**config.mk**
```make
export PLATFORM = sky130hd
export DESIGN_NAME = tmr_flag_unit
export DESIGN_NICKNAME = d
export VERILOG_FILES = /design/src/rtl/tmr_flag_pkg.sv /design/src/rtl/tmr_free_counter.sv /design/src/rtl/tmr_edge_capture.sv /design/src/rtl/tmr_flag_cell.sv /design/src/rtl/tmr_pair_latch.sv /design/src/rtl/tmr_flag_unit.sv
export SDC_FILE = /design/constraint.sdc
export NUM_CORES = 1
export LEC_CHECK = 0
export ABC_AREA = 1
export BUFFER_PORTS_ARGS = -buffer_cell sky130_fd_sc_hd__buf_4
export CAP_MARGIN = 40
export CORE_ASPECT_RATIO = 0.8
export CORE_MARGIN = 2
export CORE_UTILIZATION = 54
export CTS_CLUSTER_SIZE = 16
export DETAILED_ROUTE_END_ITERATION = 7
export GPL_TIMING_DRIVEN = 0
export PLACE_DENSITY_LB_ADDON = 0.12
export SLEW_MARGIN = 20
export SYNTH_ARGS = -nofsm -noshare
export SYNTH_HDL_FRONTEND = slang
export SYNTH_SLANG_ARGS = --single-unit
```
**constraint.sdc**
```tcl
create_clock -name clk -period 1.56 [get_ports clk]
set_clock_uncertainty 0.1 [all_clocks]
set_input_delay 0.156 -clock clk [delete_from_list [all_inputs] [get_ports clk]]
set_output_delay 0.156 -clock clk [all_outputs]
set_load 0.03 [all_outputs]
```
**src/rtl/tmr_flag_pkg.sv**
```systemverilog
package tmr_flag_pkg;
  localparam int ADDR_W = 8;
  localparam int NFLAG  = 3;

  // flag index inside the flag vector
  localparam int FI_OVF = 0;
  localparam int FI_OCM = 1;
  localparam int FI_ICP = 2;

  // register byte addresses
  localparam logic [ADDR_W-1:0] A_CTRL = 8'h12;
  localparam logic [ADDR_W-1:0] A_STAT = 8'h13;
  localparam logic [ADDR_W-1:0] A_CAPH = 8'h14;
  localparam logic [ADDR_W-1:0] A_CAPL = 8'h15;
  localparam logic [ADDR_W-1:0] A_CMPH = 8'h16;
  localparam logic [ADDR_W-1:0] A_CMPL = 8'h17;
  localparam logic [ADDR_W-1:0] A_CNTH = 8'h18;
  localparam logic [ADDR_W-1:0] A_CNTL = 8'h19;
  localparam logic [ADDR_W-1:0] A_ALTH = 8'h1A;
  localparam logic [ADDR_W-1:0] A_ALTL = 8'h1B;
endpackage

```
**src/rtl/tmr_free_counter.sv**
```systemverilog
module tmr_free_counter #(
  parameter int W = 16
) (
  input  logic         clk,
  input  logic         rst,
  output logic [W-1:0] cnt_o,
  output logic         wrap_o
);
  always_ff @(posedge clk) begin
    if (rst) cnt_o <= '0;
    else     cnt_o <= cnt_o + 1'b1;
  end

  // high during the last count before the wrap
  assign wrap_o = &cnt_o;
endmodule

```
**src/rtl/tmr_edge_capture.sv**
```systemverilog
module tmr_edge_capture #(
  parameter int W     = 16,
  parameter int SYNC  = 2
) (
  input  logic         clk,
  input  logic         rst,
  input  logic         pin_i,
  input  logic         rise_sel_i,
  input  logic [W-1:0] cnt_i,
  output logic         hit_o,
  output logic [W-1:0] cap_o
);
  logic [SYNC-1:0] sync_q;
  logic            prev_q;
  logic            s_now;

  always_ff @(posedge clk) begin
    if (rst) begin
      sync_q <= '0;
      prev_q <= 1'b0;
    end else begin
      sync_q <= {sync_q[SYNC-2:0], pin_i};
      prev_q <= sync_q[SYNC-1];
    end
  end

  assign s_now = sync_q[SYNC-1];
  assign hit_o = rise_sel_i ? (s_now & ~prev_q) : (~s_now & prev_q);

  always_ff @(posedge clk) begin
    if (rst)        cap_o <= '0;
    else if (hit_o) cap_o <= cnt_i;
  end
endmodule

```
**src/rtl/tmr_flag_cell.sv**
```systemverilog
module tmr_flag_cell (
  input  logic clk,
  input  logic rst,
  input  logic set_i,
  input  logic stat_rd_i,
  input  logic acc_i,
  output logic flag_o,
  output logic arm_o
);
  logic flag_n;
  logic arm_n;

  always_comb begin
    // set has priority over an armed clear
    flag_n = set_i | (flag_o & ~(arm_o & acc_i));
    arm_n  = arm_o;
    if (stat_rd_i && flag_o) arm_n = 1'b1;
    else if (acc_i)          arm_n = 1'b0;
  end

  always_ff @(posedge clk) begin
    if (rst) begin
      flag_o <= 1'b0;
      arm_o  <= 1'b0;
    end else begin
      flag_o <= flag_n;
      arm_o  <= arm_n;
    end
  end
endmodule

```
**src/rtl/tmr_pair_latch.sv**
```systemverilog
module tmr_pair_latch #(
  parameter int W = 16
) (
  input  logic           clk,
  input  logic           rst,
  input  logic           hi_rd_i,
  input  logic           lo_rd_i,
  input  logic [W-1:0]   cnt_i,
  output logic [W/2-1:0] lo_val_o
);
  localparam int H = W / 2;

  logic [H-1:0] lat_q;
  logic         lat_v;

  always_ff @(posedge clk) begin
    if (rst) begin
      lat_q <= '0;
      lat_v <= 1'b0;
    end else if (hi_rd_i) begin
      lat_q <= cnt_i[H-1:0];
      lat_v <= 1'b1;
    end else if (lo_rd_i) begin
      lat_v <= 1'b0;
    end
  end

  assign lo_val_o = lat_v ? lat_q : cnt_i[H-1:0];
endmodule

```
**src/rtl/tmr_flag_unit.sv**
```systemverilog
module tmr_flag_unit
  import tmr_flag_pkg::*;
#(
  parameter int CNT_W       = 16,
  parameter int SYNC_STAGES = 2
) (
  input  logic               clk,
  input  logic               rst,
  input  logic [ADDR_W-1:0]  bus_addr,
  input  logic               bus_rd,
  input  logic               bus_wr,
  input  logic [CNT_W/2-1:0] bus_wdata,
  output logic [CNT_W/2-1:0] bus_rdata,
  input  logic               cap_pin,
  output logic [NFLAG-1:0]   irq_o
);
  localparam int BYTE_W = CNT_W / 2;
  localparam int NPAIR  = 2;

  logic [CNT_W-1:0]  cnt_w;
  logic              wrap_w;
  logic              hit_w;
  logic [CNT_W-1:0]  cap_w;
  logic [CNT_W-1:0]  cmp_q;
  logic              rise_sel_q;
  logic [NFLAG-1:0]  ie_v;
  logic [NFLAG-1:0]  set_v;
  logic [NFLAG-1:0]  acc_v;
  logic [NFLAG-1:0]  flag_v;
  logic [NFLAG-1:0]  arm_v;
  logic              stat_rd;
  logic [NPAIR-1:0]  hi_rd;
  logic [NPAIR-1:0]  lo_rd;
  logic [BYTE_W-1:0] lo_val [NPAIR];
  logic [BYTE_W-1:0] stat_byte;
  logic [BYTE_W-1:0] ctrl_byte;
  logic [BYTE_W-1:0] rd_mux;

  tmr_free_counter #(.W(CNT_W)) ctr_i (
    .clk    (clk),
    .rst    (rst),
    .cnt_o  (cnt_w),
    .wrap_o (wrap_w)
  );

  tmr_edge_capture #(.W(CNT_W), .SYNC(SYNC_STAGES)) cap_i (
    .clk        (clk),
    .rst        (rst),
    .pin_i      (cap_pin),
    .rise_sel_i (rise_sel_q),
    .cnt_i      (cnt_w),
    .hit_o      (hit_w),
    .cap_o      (cap_w)
  );

  // control and compare registers
  always_ff @(posedge clk) begin
    if (rst) begin
      rise_sel_q <= 1'b0;
      ie_v       <= '0;
      cmp_q      <= '1;
    end else if (bus_wr) begin
      if (bus_addr == A_CTRL) begin
        rise_sel_q   <= bus_wdata[0];
        ie_v[FI_ICP] <= bus_wdata[BYTE_W-1];
        ie_v[FI_OCM] <= bus_wdata[BYTE_W-2];
        ie_v[FI_OVF] <= bus_wdata[BYTE_W-3];
      end
      if (bus_addr == A_CMPH) cmp_q[CNT_W-1:BYTE_W] <= bus_wdata;
      if (bus_addr == A_CMPL) cmp_q[BYTE_W-1:0]     <= bus_wdata;
    end
  end

  // flag set and clear sources
  assign stat_rd       = bus_rd && (bus_addr == A_STAT);
  assign set_v[FI_OVF] = wrap_w;
  assign set_v[FI_OCM] = (cnt_w == cmp_q);
  assign set_v[FI_ICP] = hit_w;
  assign acc_v[FI_OVF] = bus_rd && (bus_addr == A_CNTL);
  assign acc_v[FI_OCM] = bus_wr && (bus_addr == A_CMPL);
  assign acc_v[FI_ICP] = bus_rd && (bus_addr == A_CAPL);

  for (genvar f = 0; f < NFLAG; f++) begin : g_flag
    tmr_flag_cell cell_i (
      .clk       (clk),
      .rst       (rst),
      .set_i     (set_v[f]),
      .stat_rd_i (stat_rd),
      .acc_i     (acc_v[f]),
      .flag_o    (flag_v[f]),
      .arm_o     (arm_v[f])
    );
  end

  // counter read pairs: 0 = main, 1 = alternate
  assign hi_rd[0] = bus_rd && (bus_addr == A_CNTH);
  assign lo_rd[0] = bus_rd && (bus_addr == A_CNTL);
  assign hi_rd[1] = bus_rd && (bus_addr == A_ALTH);
  assign lo_rd[1] = bus_rd && (bus_addr == A_ALTL);

  for (genvar p = 0; p < NPAIR; p++) begin : g_pair
    tmr_pair_latch #(.W(CNT_W)) lat_i (
      .clk      (clk),
      .rst      (rst),
      .hi_rd_i  (hi_rd[p]),
      .lo_rd_i  (lo_rd[p]),
      .cnt_i    (cnt_w),
      .lo_val_o (lo_val[p])
    );
  end

  always_comb begin
    stat_byte           = '0;
    stat_byte[BYTE_W-1] = flag_v[FI_ICP];
    stat_byte[BYTE_W-2] = flag_v[FI_OCM];
    stat_byte[BYTE_W-3] = flag_v[FI_OVF];
    ctrl_byte           = '0;
    ctrl_byte[BYTE_W-1] = ie_v[FI_ICP];
    ctrl_byte[BYTE_W-2] = ie_v[FI_OCM];
    ctrl_byte[BYTE_W-3] = ie_v[FI_OVF];
    ctrl_byte[0]        = rise_sel_q;
  end

  always_comb begin
    case (bus_addr)
      A_CTRL:  rd_mux = ctrl_byte;
      A_STAT:  rd_mux = stat_byte;
      A_CAPH:  rd_mux = cap_w[CNT_W-1:BYTE_W];
      A_CAPL:  rd_mux = cap_w[BYTE_W-1:0];
      A_CMPH:  rd_mux = cmp_q[CNT_W-1:BYTE_W];
      A_CMPL:  rd_mux = cmp_q[BYTE_W-1:0];
      A_CNTH:  rd_mux = cnt_w[CNT_W-1:BYTE_W];
      A_CNTL:  rd_mux = lo_val[0];
      A_ALTH:  rd_mux = cnt_w[CNT_W-1:BYTE_W];
      A_ALTL:  rd_mux = lo_val[1];
      default: rd_mux = '0;
    endcase
  end

  always_ff @(posedge clk) begin
    if (rst) begin
      bus_rdata <= '0;
      irq_o     <= '0;
    end else begin
      if (bus_rd) bus_rdata <= rd_mux;
      irq_o <= flag_v & ie_v;
    end
  end
endmodule

```
**After elaboration in Yosys (flattened, before gate mapping)**

Cells that the tools add are included.

- Add/sub/neg operators: 1
- Equality and inequality tests: 11
- Mux-type cells: 13
- Bitwise operators: 17
- Reductions and logical operators: 20

Operators by type and width:

| cell | count |
|---|---|
| 8-bit by 5-bit equality test with 1-bit output (second input constant) | 10 |
| 8-bit one-hot mux with 9 select lines | 1 |
| 16-bit by 1-bit adder with 16-bit output (second input constant) | 1 |
| 16-bit equality test | 1 |
| 8-bit 2-to-1 mux | 2 |
| 16-bit AND reduction | 1 |
| 1-bit logical AND | 10 |
| 1-bit 2-to-1 mux | 10 |
| 2-bit nonzero test | 5 |
| 1-bit AND | 8 |
| 2-bit AND reduction | 3 |
| 1-bit inverter | 5 |
| 3-bit AND | 1 |
| 1-bit bitwise OR | 3 |
| 2-bit OR reduction | 1 |

- Flip-flop bits (word level): 90
- Input port bits: 21
- Output and inout port bits: 11

**Depth between registers and ports, before layout**

Gate-level depths: netlist of the first run.

- Depth in word-level cells: 6
- Depth in mapped cells: 10

**Modules after synthesis**

Synthesis of the first run repeated with hierarchy kept, for this count alone.

- Cell total of the unflattened synthesis: 712
- Area, all modules: 4,862.2 um^2

By module, submodules not included:

| module | instances | cells each | area each (um^2) | sequential area each (um^2) |
|---|---|---|---|---|
| tmr_flag_unit | 1 | 322 | 2,110.8 | 620.6 |
| tmr_edge_capture | 1 | 118 | 912.1 | 380.4 |
| tmr_pair_latch | 2 | 63 | 415.4 | 180.2 |
| tmr_free_counter | 1 | 116 | 779.5 | 320.3 |
| tmr_flag_cell | 3 | 10 | 76.3 | 40.0 |

**Worst setup path before layout of the first run**

No wires, ideal clock.

- Path type: register to register
- From: register ctr_i.cnt_o[0]
- To: register ctr_i.cnt_o[14]
- Data arrival time: 1.250 ns
- Data required time: 1.341 ns
- Slack: 0.091 ns
- Cell stages (with the launch flop): 9
- Path buffers: 0
- Path through: dfxtp_1 ha_1 nand2_1 nor3_2 nand3b_1 clkinv_1 nand2_1 o21ai_1 a21oi_1

- Cells in the longest elaborated chain, start to end: 1

Ends and longest elaborated chain:

| what | line | source |
|---|---|---|
| from (decl) | tmr_free_counter.sv:6 | `output logic [W-1:0] cnt_o,` |
| from (signal assigned) | tmr_free_counter.sv:11 | `else cnt_o <= cnt_o + 1'b1;` |
| 16-bit by 1-bit adder with 16-bit output | tmr_free_counter.sv:11 |  |

Every way passes these cells.
A chain may end at the register's enable or synchronous reset.

**Final worst setup path of the first run**

- From: register ctr_i.cnt_o[6]
- To: register ctr_i.cnt_o[8]

Same word-level chain as after synthesis.

==> results_dict.tcl, run 1 <==
set metrics [dict create \
    holdPathEnd "cap_i.cap_o[12]" \
    r2r_start "ctr_i.cnt_o[6]" \
    fin_cells 782 \
    tightest_slew_ns 0.777 \
    port_buffers 31 \
    status "finished clean" \
    preCtsSetupSlack_ns -0.244 \
    r2r_end "ctr_i.cnt_o[8]" \
    synth_edf_count 0 \
    synth_cell_type_count 29 \
    drv_slew 0 \
    io_pins 32 \
    core_area_um2 7800 \
    postRouteAntennaNets 0 \
    grt_pass1_wl_um 20800 \
    synth-main-ff-cell "dfxtp_1" \
    irDropWorstVdd_v 0.000669 \
    clk_pin_slew_worst_paths_ns 0.10 \
    syn2layout_area_growth_pct 18.7 \
    leakagePower_nw 2.17 \
    avgSynthCellArea_um2 7.06 \
    syn_nets 629 \
    routed_wl_um 13200 \
    first_iter_violations 356 \
    cts_made_buffers 9 \
    synth-compound-area-share_pct 15.4 \
    setup_violations 0 \
    synth_top_family_by_area "simple AND/OR/NAND/NOR gates" \
    initial_core_util_pct 54.9 \
    cts.sinks 90 \
    async_reset_ff_share_pct 0 \
    core.rowCount 29 \
    worstHoldStart "rst" \
    clock_latency_ns 0.37 \
    yosys.area_share.simple_pct 30.8 \
    viasPerCell 5.57 \
    layout_min_cycle_time_ns 1.54 \
    nNetsFinal 691 \
    firstDrtPassIters 5 \
    die_w_um 104 \
    crit_type "flip-flop to flip-flop" \
    synth_area_um2 4290 \
    slew-limit-headroom_pct 48.2 \
    cts.htree.levels 3 \
    globalRoute.totalOverflow 0 \
    synth-xor-area-share_pct 3.47 \
    whs_path_depth 4 \
    hold-worst-slack_ns 0.0785 \
    placed_cells 746 \
    dp_hpwl_um 9610 \
    end_kind "flip-flop" \
    root_buffer "clkbuf_8" \
    grt_max_degree 18 \
    arrival_ns 1.72 \
    drive_above_1_share_pct 17.7 \
    synthAdderAreaFrac_pct 0.292 \
    die_y_um 83.7 \
    seq_area_um2 1830 \
    yosys_warnings 0 \
    ys_ff_latch 90 \
    start_kind "flip-flop" \
    hold_viol 0 \
    syn-instance-count 607 \
    clock.fmax_mhz 650 \
    required_ns 1.74 \
    worstPathMaxFanout 5 \
    fillers 736 \
    rsz0062_at_grt "true" \
    reg2reg_depth 5 \
    grt_pass1_vias 4023 \
    grt_use_total_pct 31.0 \
    antenna_cells 0 \
    multi_input_area_um2 2180 \
    synth.area.mux_share_pct 0 \
    wire_per_inst_um 16.9 \
    vias 4356 \
    regToRegSetupSlack_ns 0.02 \
    cts.path.max_buffers 2 \
    synth-seq-area-share_pct 42.0 \
    drv_cap 0 \
    setup_ws_ns 0.0211 \
    gp_congestion 0.953 \
    die_area_um2 8670 \
    post-route-period-util_pct 98.6 \
    cts_tree "done" \
    powerDensity_nw_per_um2 822 \
    antenna_found_initial 0 \
    holdCritPathClass "input port to flip-flop" \
    drc 0 \
]
## final cells by class
| cell class | instances | area share (%) |
|---|---|---|
| clock inverters | 6 | 0.934 |
| inverters | 58 | 4.42 |
| clock buffers | 10 | 2.70 |
| well taps | 108 | 2.65 |
| multi-input cells | 433 | 42.7 |
| flip-flops and latches | 90 | 35.9 |
| plain buffers | 24 | 2.41 |
| repair buffers | 53 | 8.26 |
## worst max path at each step
| stage | start | endpoint | slack [ns] | cells past startpoint |
|---|---|---|---|---|
| 2_1_floorplan | ctr_i.cnt_o[0] | ctr_i.cnt_o[14] | 0.09 | 8 |
| 4_1_cts | ctr_i.cnt_o[0] | g_flag[0].cell_i.flag_o | -0.02 | 7 |
| 6_report | ctr_i.cnt_o[6] | ctr_i.cnt_o[8] | 0.02 | 5 |
| 5_1_grt | ctr_i.cnt_o[6] | ctr_i.cnt_o[8] | -0.06 | 5 |
| 3_5_place_dp | ctr_i.cnt_o[0] | g_flag[0].cell_i.flag_o | -0.24 | 7 |
| 3_3_place_gp | ctr_i.cnt_o[0] | g_flag[0].cell_i.flag_o | -0.20 | 7 |
## cell usage in the layout, fill, tap and decap left out, drive strengths merged
| cell type | netlist | layout |
|---|---|---|
| a211oi | 2 | 2 |
| a21oi | 64 | 64 |
| buf | 14 | 54 |
| clkbuf | 12 | 24 |
| clkinv | 3 | 5 |
| clkinvlp | 0 | 3 |
| dfxtp | 90 | 90 |
| dlygate4sd3 | 0 | 9 |
| ha | 1 | 1 |
| inv | 55 | 56 |
| nand2 | 124 | 124 |
| nand3 | 79 | 79 |
| nand3b | 2 | 2 |
| nand4 | 8 | 8 |
| nor2 | 63 | 63 |
| nor3 | 7 | 7 |
| nor4 | 1 | 1 |
| o21ai | 65 | 65 |
| xnor2 | 10 | 10 |
| xor2 | 7 | 7 |
## synth_stat cells (3+ instances only)
library cell	n	area share [%]
a21oi_1	64	7.5
buf_2	10	1.2
clkbuf_1	12	1.1
clkinv_1	3	0.26
dfxtp_1	90	42
inv_1	49	4.3
inv_2	6	0.53
nand2_1	118	10
nand2_2	6	0.88
nand3_1	74	8.6
nand3_2	5	1.2
nand4_1	8	1.2
nor2_1	54	4.7
nor2_2	4	0.58
nor2_4	4	1.1
nor3_1	6	0.70
o21ai_0	58	6.8
o21ai_1	7	0.82
xnor2_1	10	2.0
xor2_1	7	1.4
## repair_timing
action                                 CTS  global route
hold buffers                             9             0
setup buffers                           10             3
setup endpoints to repair               13            19
endpoints found under the hold margin   18             0
pin swaps                                4             3
gates resized for setup                 14            22
## worst max-delay path: stages (launching register included)
cell	delay, ns
dfxtp_4	0.39
clkinvlp_4	0.15
buf_4	0.18
nor4_4	0.34
a21oi_1	0.11
a211oi_1	0.19
## flip-flops by register name, indices dropped and copies added (netlist names)
| signal | cells |
|---|---|
| cap_i.cap_o | 16 |
| cmp_q | 16 |
| ctr_i.cnt_o | 16 |
| g_pair.lat_i.lat_q | 16 |
| bus_rdata | 8 |
| g_flag.cell_i.arm_o | 3 |
| g_flag.cell_i.flag_o | 3 |
| ie_v | 3 |
| irq_o | 3 |
| cap_i.sync_q | 2 |
| g_pair.lat_i.lat_v | 2 |
| cap_i.prev_q | 1 |
| rise_sel_q | 1 |
## through the flow
step	instance area [µm²]	total power, mW	setup TNS (ns)	util (%)
2_1_floorplan	4290	2.54	0	-
3_3_place_gp	4650	2.66	-1.23	59.7
3_5_place_dp	4650	2.66	-1.73	59.7
4_1_cts	5030	4.19	-0.0171	64.4
5_1_grt	5090	4.32	-0.167	65.2
6_report	5090	4.18	0	65.2
## power by group
part           switching, mW  internal [mW]  total (mW)
clock                  0.893          0.640        1.53
combinational          0.196          0.114       0.311
sequential            0.0220           2.32        2.34
total                   1.11           3.07        4.18
## per-layer routing
metal	GRT usage [%]	share of wire [%]	up-vias
li1	-	-	2123
met1	43.3	45	2033
met2	48.3	44	176
met3	6.87	8.7	24
met4	9.34	1.9	0
met5	0	0	-
## kinds of logic after synthesis
family | count (synthesis)
flip-flops | 90
adder cells (fa/ha/maj) | 1
AO/OA/AOI/OAI | 131
buffers and inverters | 84
XOR/XNOR | 17
AND/OR/NAND/NOR | 284
(Power assumes the default switching activity.)
==> run 2: changes to the inputs <==
ABC_AREA = 0   (was 1)
==> run 2 against run 1 <==
The flow now finishes with violations (setup timing). Via count is 9.8% lower. Non-clock buffer count is 22 higher. Sequential power is essentially flat. Worst hold slack lost 0.0029 ns. Combinational power grew 20%. Setup slack worse by 0.071 ns. Flip-flop and latch count did not move. Power rose by 4.1%.
==> results_dict.tcl, run 2 <==
set metrics [dict create \
    globalRoute.totalOverflow 0 \
    crit_type "input port to flip-flop" \
    preCtsSetupSlack_ns -0.867 \
    cts.sinks 90 \
    firstDrtPassIters 5 \
    cp.buffers_inverters 3 \
    grt_max_degree 17 \
    core.rowCount 29 \
    setup_ws_ns -0.0500 \
    powerDensity_nw_per_um2 795 \
    hold_viol 0 \
    irDropWorstVdd_v 0.000535 \
    fillers 628 \
    worst_path_max_delay_cell "or4b_4" \
    avgSynthCellArea_um2 9.23 \
    yosysTopAreaCell "dfxtp_1" \
    drc 0 \
    worstPathMaxFanout 7 \
    core_area_um2 7840 \
    drive_above_1_share_pct 25.9 \
    cell_internal_pwr_mw 3.21 \
    syn2layout_area_growth_pct 27.6 \
    yosysMostFrequentCell "dfxtp_1" \
    arrival_ns 1.79 \
    nNetsFinal 557 \
    io_pins 32 \
    mostFrequentLayoutCell "dfxtp_1" \
    syn-instance-count 465 \
    routed_wl_um 13400 \
    initial_core_util_pct 54.8 \
    dr.max_layer_used "met4" \
    clock.fmax_mhz 621 \
    antenna_found_initial 0 \
    yosys_warnings 0 \
    status "finished with violations" \
    slowest_delay_ns 0.55 \
    wire_per_inst_um 20.7 \
    post-route-period-util_pct 103 \
    die_y_um 83.7 \
    grt_use_total_pct 30.6 \
    ys_ff_latch 90 \
    holdCritPathClass "input port to flip-flop" \
    violations "setup timing" \
    met2_length_um 6120 \
    synth_edf_count 0 \
    rsz0062_at_grt "true" \
    antenna_cells 0 \
    dp_hpwl_um 8750 \
    synthTopCellsByArea "dfxtp_1 (42%), mux2i_1 (11%), nor2_1 (5.5%)" \
    route.met3.wl_um 1190 \
    critPathTopFamily "simple AND/OR/NAND/NOR gates" \
    required_ns 1.74 \
    critPathMostFrequentCell "buf_8" \
    synthTopCellsByCount "dfxtp_1 (90), nor2_1 (63), mux2i_1 (48)" \
    cts.path.max_buffers 2 \
    wl_met1_um 5810 \
    p_seq_share_pct 53.2 \
    cts_tree "done" \
    drv_slew 0 \
    synth_top_cell_area_share_pct 42.0 \
    drv_cap 0 \
    fin_util_pct 69.9 \
    layout_min_cycle_time_ns 1.61 \
    async_reset_ff_share_pct 0 \
    grt_pass1_wl_um 20600 \
    clock_latency_ns 0.37 \
    viasPerCell 6.06 \
    postRouteAntennaNets 0 \
    die_w_um 104 \
    p_clk_share_pct 38.2 \
    gp_congestion 0.923 \
    cts.htree.levels 3 \
    layout_common_cells "dfxtp_1 (76), nor2_1 (62), buf_4 (58)" \
    pwr-share-comb_pct 8.6 \
    syn_nets 487 \
    synth-seq-area-share_pct 42.0 \
    grt_pass1_vias 3696 \
    tightest_slew_ns 0.780 \
    start_kind "input port" \
    root_buffer "clkbuf_8" \
    synth_area_um2 4290 \
    first_iter_violations 288 \
    port_buffers 28 \
    clk_pin_slew_worst_paths_ns 0.10 \
    vias 3928 \
    end_kind "flip-flop" \
    synth_cell_type_count 62 \
    leakagePower_nw 2.09 \
    power_switching_mw 1.14 \
    die_area_um2 8680 \
    synth-main-ff-cell "dfxtp_1" \
    setup_violations 9 \
    path_cells "buf_8, or4b_4, buf_8, buf_4, nor2_2, a21oi_1, a221oi_2" \
    cts_made_buffers 9 \
    slew-limit-headroom_pct 48.0 \
    switching_share_pct 26.2 \
]
## run 2: cell types whose count changed after synthesis, sizes merged, moves of 25 or more
cell / delta
mux2i: +48
nand2: -105
nand3: -68
nor2b: +25
a21oi: -53
inv: -48
o21ai: -56
## run 2: kinds of logic (layout without fill, tap and decap cells)
family | after synthesis | after routing | share of synthesized area (%)
buf+inv | 48 | 123 | 4.43
mux | 53 | 53 | 13.6
xor+xnor | 27 | 27 | 5.51
flops | 90 | 90 | 42.0
compound gates | 76 | 76 | 13.4
simple gates | 170 | 170 | 20.8
fa+ha+maj | 1 | 1 | 0.291
## run 2: final cells by class
class	count	area, µm²	share of cell area [%]
Multi-Input combinational cell	327	2480	45.3
Sequential cell	90	1840	33.5
Timing Repair Buffer	70	594	10.9
Buffer	29	200	3.66
Tap cell	108	135	2.47
Clock buffer	9	124	2.26
Clock inverter	7	76.3	1.39
Inverter	8	30.0	0.548
## run 2: power groups by stage
stage / Sequential [mW] / Combinational (mW) / Clock (mW)
2_1_floorplan: 2.37 / 0.175 / 0
3_3_place_gp: 2.38 / 0.288 / 0
3_5_place_dp: 2.38 / 0.290 / 0
4_1_cts: 2.32 / 0.347 / 1.67
5_1_grt: 2.32 / 0.392 / 1.76
6_report: 2.32 / 0.374 / 1.66
## run 2: stage by stage
step	hold WS, ns	power [mW]	cell area, µm²	setup TNS [ns]	instances
final	0.0756	4.35	5480	-0.124	648
after global placement	0.270	2.66	4720	-30.80	601
after floorplan	0.174	2.54	4370	-7.26	465
after detailed placement	0.276	2.67	4720	-32.32	601
after global routing	0.0801	4.47	5480	-0.954	648
after CTS	0.0733	4.34	5290	-0.0520	638
## run 2: repair_timing
item,CTS,global route
setup buffers,18,14
cloned,1,0
hold buffers,9,0
resized for setup,43,42
endpoints found under the setup margin,59,38
pin swaps,8,16
hold endpoints to repair,20,0
## run 2: path summary, 6_finish.rpt
| check | startpoint | endpoint | slack (ns) | cells past startpoint |
|---|---|---|---|---|
| worst max-delay path | bus_addr[7] | bus_rdata[3] | -0.05 | 7 |
| worst min-delay path | bus_rd | g_pair[1].lat_i.lat_v | 0.08 | 4 |
| worst max register to register | ctr_i.cnt_o[8] | ctr_i.cnt_o[13] | -0.01 | 5 |
| worst min register to register | cap_i.sync_q[0] | cap_i.sync_q[1] | 0.35 | 1 |
## run 2: routing by layer
| metal | vias up | global-route usage [%] |
|---|---|---|
| li1 | 1787 | - |
| met5 | - | 0 |
| met2 | 219 | 47.5 |
| met1 | 1896 | 43.4 |
| met3 | 26 | 6.17 |
| met4 | 0 | 8.72 |
## run 2: tightest hold or removal path, delay by kind of cell
kind / cells / cell delay (ns)
buf+inv: 1 / 0.14
simple gates: 2 / 0.16
compound gates: 1 / 0.05
==> run 3: changes to the inputs <==
--- a/config.mk
+++ b/config.mk
@@ -15,5 +15,7 @@
 export DETAILED_ROUTE_END_ITERATION = 7
 export GPL_TIMING_DRIVEN = 0
+export HOLD_SLACK_MARGIN = 0.02
 export PLACE_DENSITY_LB_ADDON = 0.12
+export SKIP_LAST_GASP = 1
 export SLEW_MARGIN = 20
 export SYNTH_ARGS = -nofsm -noshare
==> constraint.sdc (replaced) <==
create_clock -name clk -period 1.56 [get_ports clk]
set_clock_uncertainty 0.1 [all_clocks]
set_input_delay 0.468 -clock clk [delete_from_list [all_inputs] [get_ports clk]]
set_output_delay 0.468 -clock clk [all_outputs]
set_load 0.03 [all_outputs]
==> run 3 against run 2 <==
The run still ends with setup timing left. Sequential share of layout area decreased by 0.93 points. Count of clock-buffer cells in the layout is the same. Critical path depth is the same. Highest routed layer unchanged. Non-clock buffer count is 2 lower. Utilization increased by 1.9 points. Worst hold slack gained 0.12 ns. Global-route usage up 0.20 points.
==> results_dict.tcl, run 3 (synthesis results as in run 2) <==
set metrics [dict create \
    postRouteAntennaNets 0 \
    post-route-period-util_pct 121 \
    clock.fmax_mhz 531 \
    tightest_slew_ns 0.588 \
    leakagePower_nw 2.21 \
    cts_tree "done" \
    syn2layout_area_growth_pct 31.2 \
    cts.path.max_buffers 2 \
    worstHoldStart "bus_wdata[1]" \
    gp_congestion 0.935 \
    whs_path_depth 2 \
    holdPathEnd "cmp_q[1]" \
    drive_above_1_share_pct 29.2 \
    initial_core_util_pct 54.8 \
    io_pins 32 \
    setup_ws_ns -0.323 \
    fillers 606 \
    layout_common_cells "dfxtp_1 (79), nor2_1 (61), buf_4 (55)" \
    path_cells "buf_8, or4b_4, buf_8, nor4_4, buf_6, mux2i_1, nor2_1" \
    r2r_end "bus_rdata[7]" \
    core_area_um2 7840 \
    regToRegSetupSlack_ns -0.08 \
    mostFrequentLayoutCell "dfxtp_1" \
    status "finished with violations" \
    drv_cap 0 \
    slew-limit-headroom_pct 60.8 \
    drc 0 \
    arrival_ns 2.05 \
    grt_use_total_pct 30.8 \
    end_kind "flip-flop" \
    grt_pass1_vias 3702 \
    cts.htree.levels 3 \
    wire_per_inst_um 20.7 \
    setup_violations 49 \
    clk_pin_slew_worst_paths_ns 0.09 \
    cp.buffers_inverters 3 \
    p_total_mw 4.77 \
    drv_slew 0 \
    powerDensity_nw_per_um2 848 \
    crit_type "input port to flip-flop" \
    ctsHoldBuffers 0 \
    irDropWorstVdd_v 0.000509 \
    die_w_um 104 \
    worstPathMaxFanout 5 \
    rsz0062_at_grt "true" \
    holdCritPathClass "input port to flip-flop" \
    hold_viol 0 \
    grt_pass1_wl_um 20600 \
    antenna_found_initial 0 \
    critPathTopFamily "simple AND/OR/NAND/NOR gates" \
    root_buffer "clkbuf_8" \
    vias 3895 \
    routed_wl_um 13400 \
    nNetsFinal 555 \
    reg2reg_depth 5 \
    die_area_um2 8680 \
    critPathMostFrequentCell "buf_8" \
    port_buffers 28 \
    grt_max_degree 16 \
    setup_tns_ns -10.01 \
    preCtsSetupSlack_ns -1.02 \
    clock_latency_ns 0.38 \
    cts.sinks 90 \
    dp_hpwl_um 8800 \
    globalRoute.totalOverflow 0 \
    worst_path_max_delay_cell "or4b_4" \
    required_ns 1.73 \
    antenna_cells 0 \
    die_y_um 83.7 \
    viasPerCell 6.03 \
    violations "setup timing" \
    cts_made_buffers 9 \
    core.rowCount 29 \
    firstDrtPassIters 5 \
    r2r_start "g_pair[1].lat_i.lat_v" \
    slowest_delay_ns 0.57 \
    layout_min_cycle_time_ns 1.88 \
    first_iter_violations 324 \
    start_kind "input port" \
]
[run 3: cell count changes in the layout (fill, tap and decap cells not counted), sizes merged]
| cell | delta |
|---|---|
| dlygate4sd3 | -9 |
| clkbuf | +4 |
| buf | +3 |
| bufinv | +3 |
| inv | -3 |
| clkinv | +1 |
| clkinvlp | -1 |
[run 3: final cells by class]
type	count	area (µm²)	area share, %
well taps	108	135	2.40
repair buffers	66	569	10.1
plain buffers	31	259	4.60
flip-flops and latches	90	1840	32.6
inverters	8	30.0	0.533
multi-input cells	327	2530	45.0
clock buffers	9	124	2.20
clock inverters	7	141	2.51
[run 3: power breakdown]
group          switching [mW]  internal, mW  total (mW)
Combinational           0.209         0.154       0.362
Clock                   0.870          1.22        2.09
Sequential             0.0173          2.30        2.32
Total                    1.10          3.68        4.77
[run 3: stage by stage]
step | hold slack, ns | utilization, % | instance area [µm²] | std cells
5_1_grt | 0.201 | 71.8 | 5630 | 646
2_1_floorplan | 0.314 | - | 4420 | 465
4_1_cts | 0.205 | 69.1 | 5420 | 637
3_3_place_gp | 0.319 | 60.7 | 4760 | 601
6_report | 0.198 | 71.8 | 5630 | 646
3_5_place_dp | 0.335 | 60.7 | 4760 | 601
[run 3: what timing repair did]
action	4_1_cts	5_1_grt
resized for setup	51	53
cloned	2	0
endpoints found under the setup margin	74	80
pin swaps	28	23
setup buffers	24	13
[run 3: routing by layer]
| layer | share of wire [%] | track usage [%] |
|---|---|---|
| met1 | 45 | 43.9 |
| met2 | 44 | 44.7 |
| met3 | 8.4 | 8.74 |
| met4 | 2.5 | 10.6 |
| met5 | 0 | 0 |
[run 3: worst max path at each step]
stage,startpoint,cells past startpoint,endpoint,slack (ns)
global route,bus_addr[7],7,g_pair[0].lat_i.lat_q[2],-0.38
detailed placement,bus_addr[5],6,g_flag[1].cell_i.flag_o,-1.02
global placement,bus_addr[5],6,g_flag[1].cell_i.flag_o,-1.03
finish,bus_addr[7],7,g_pair[0].lat_i.lat_q[6],-0.32
floorplan,bus_addr[5],5,g_pair[1].lat_i.lat_q[4],-0.67
CTS,bus_addr[6],7,g_pair[0].lat_i.lat_q[7],-0.33
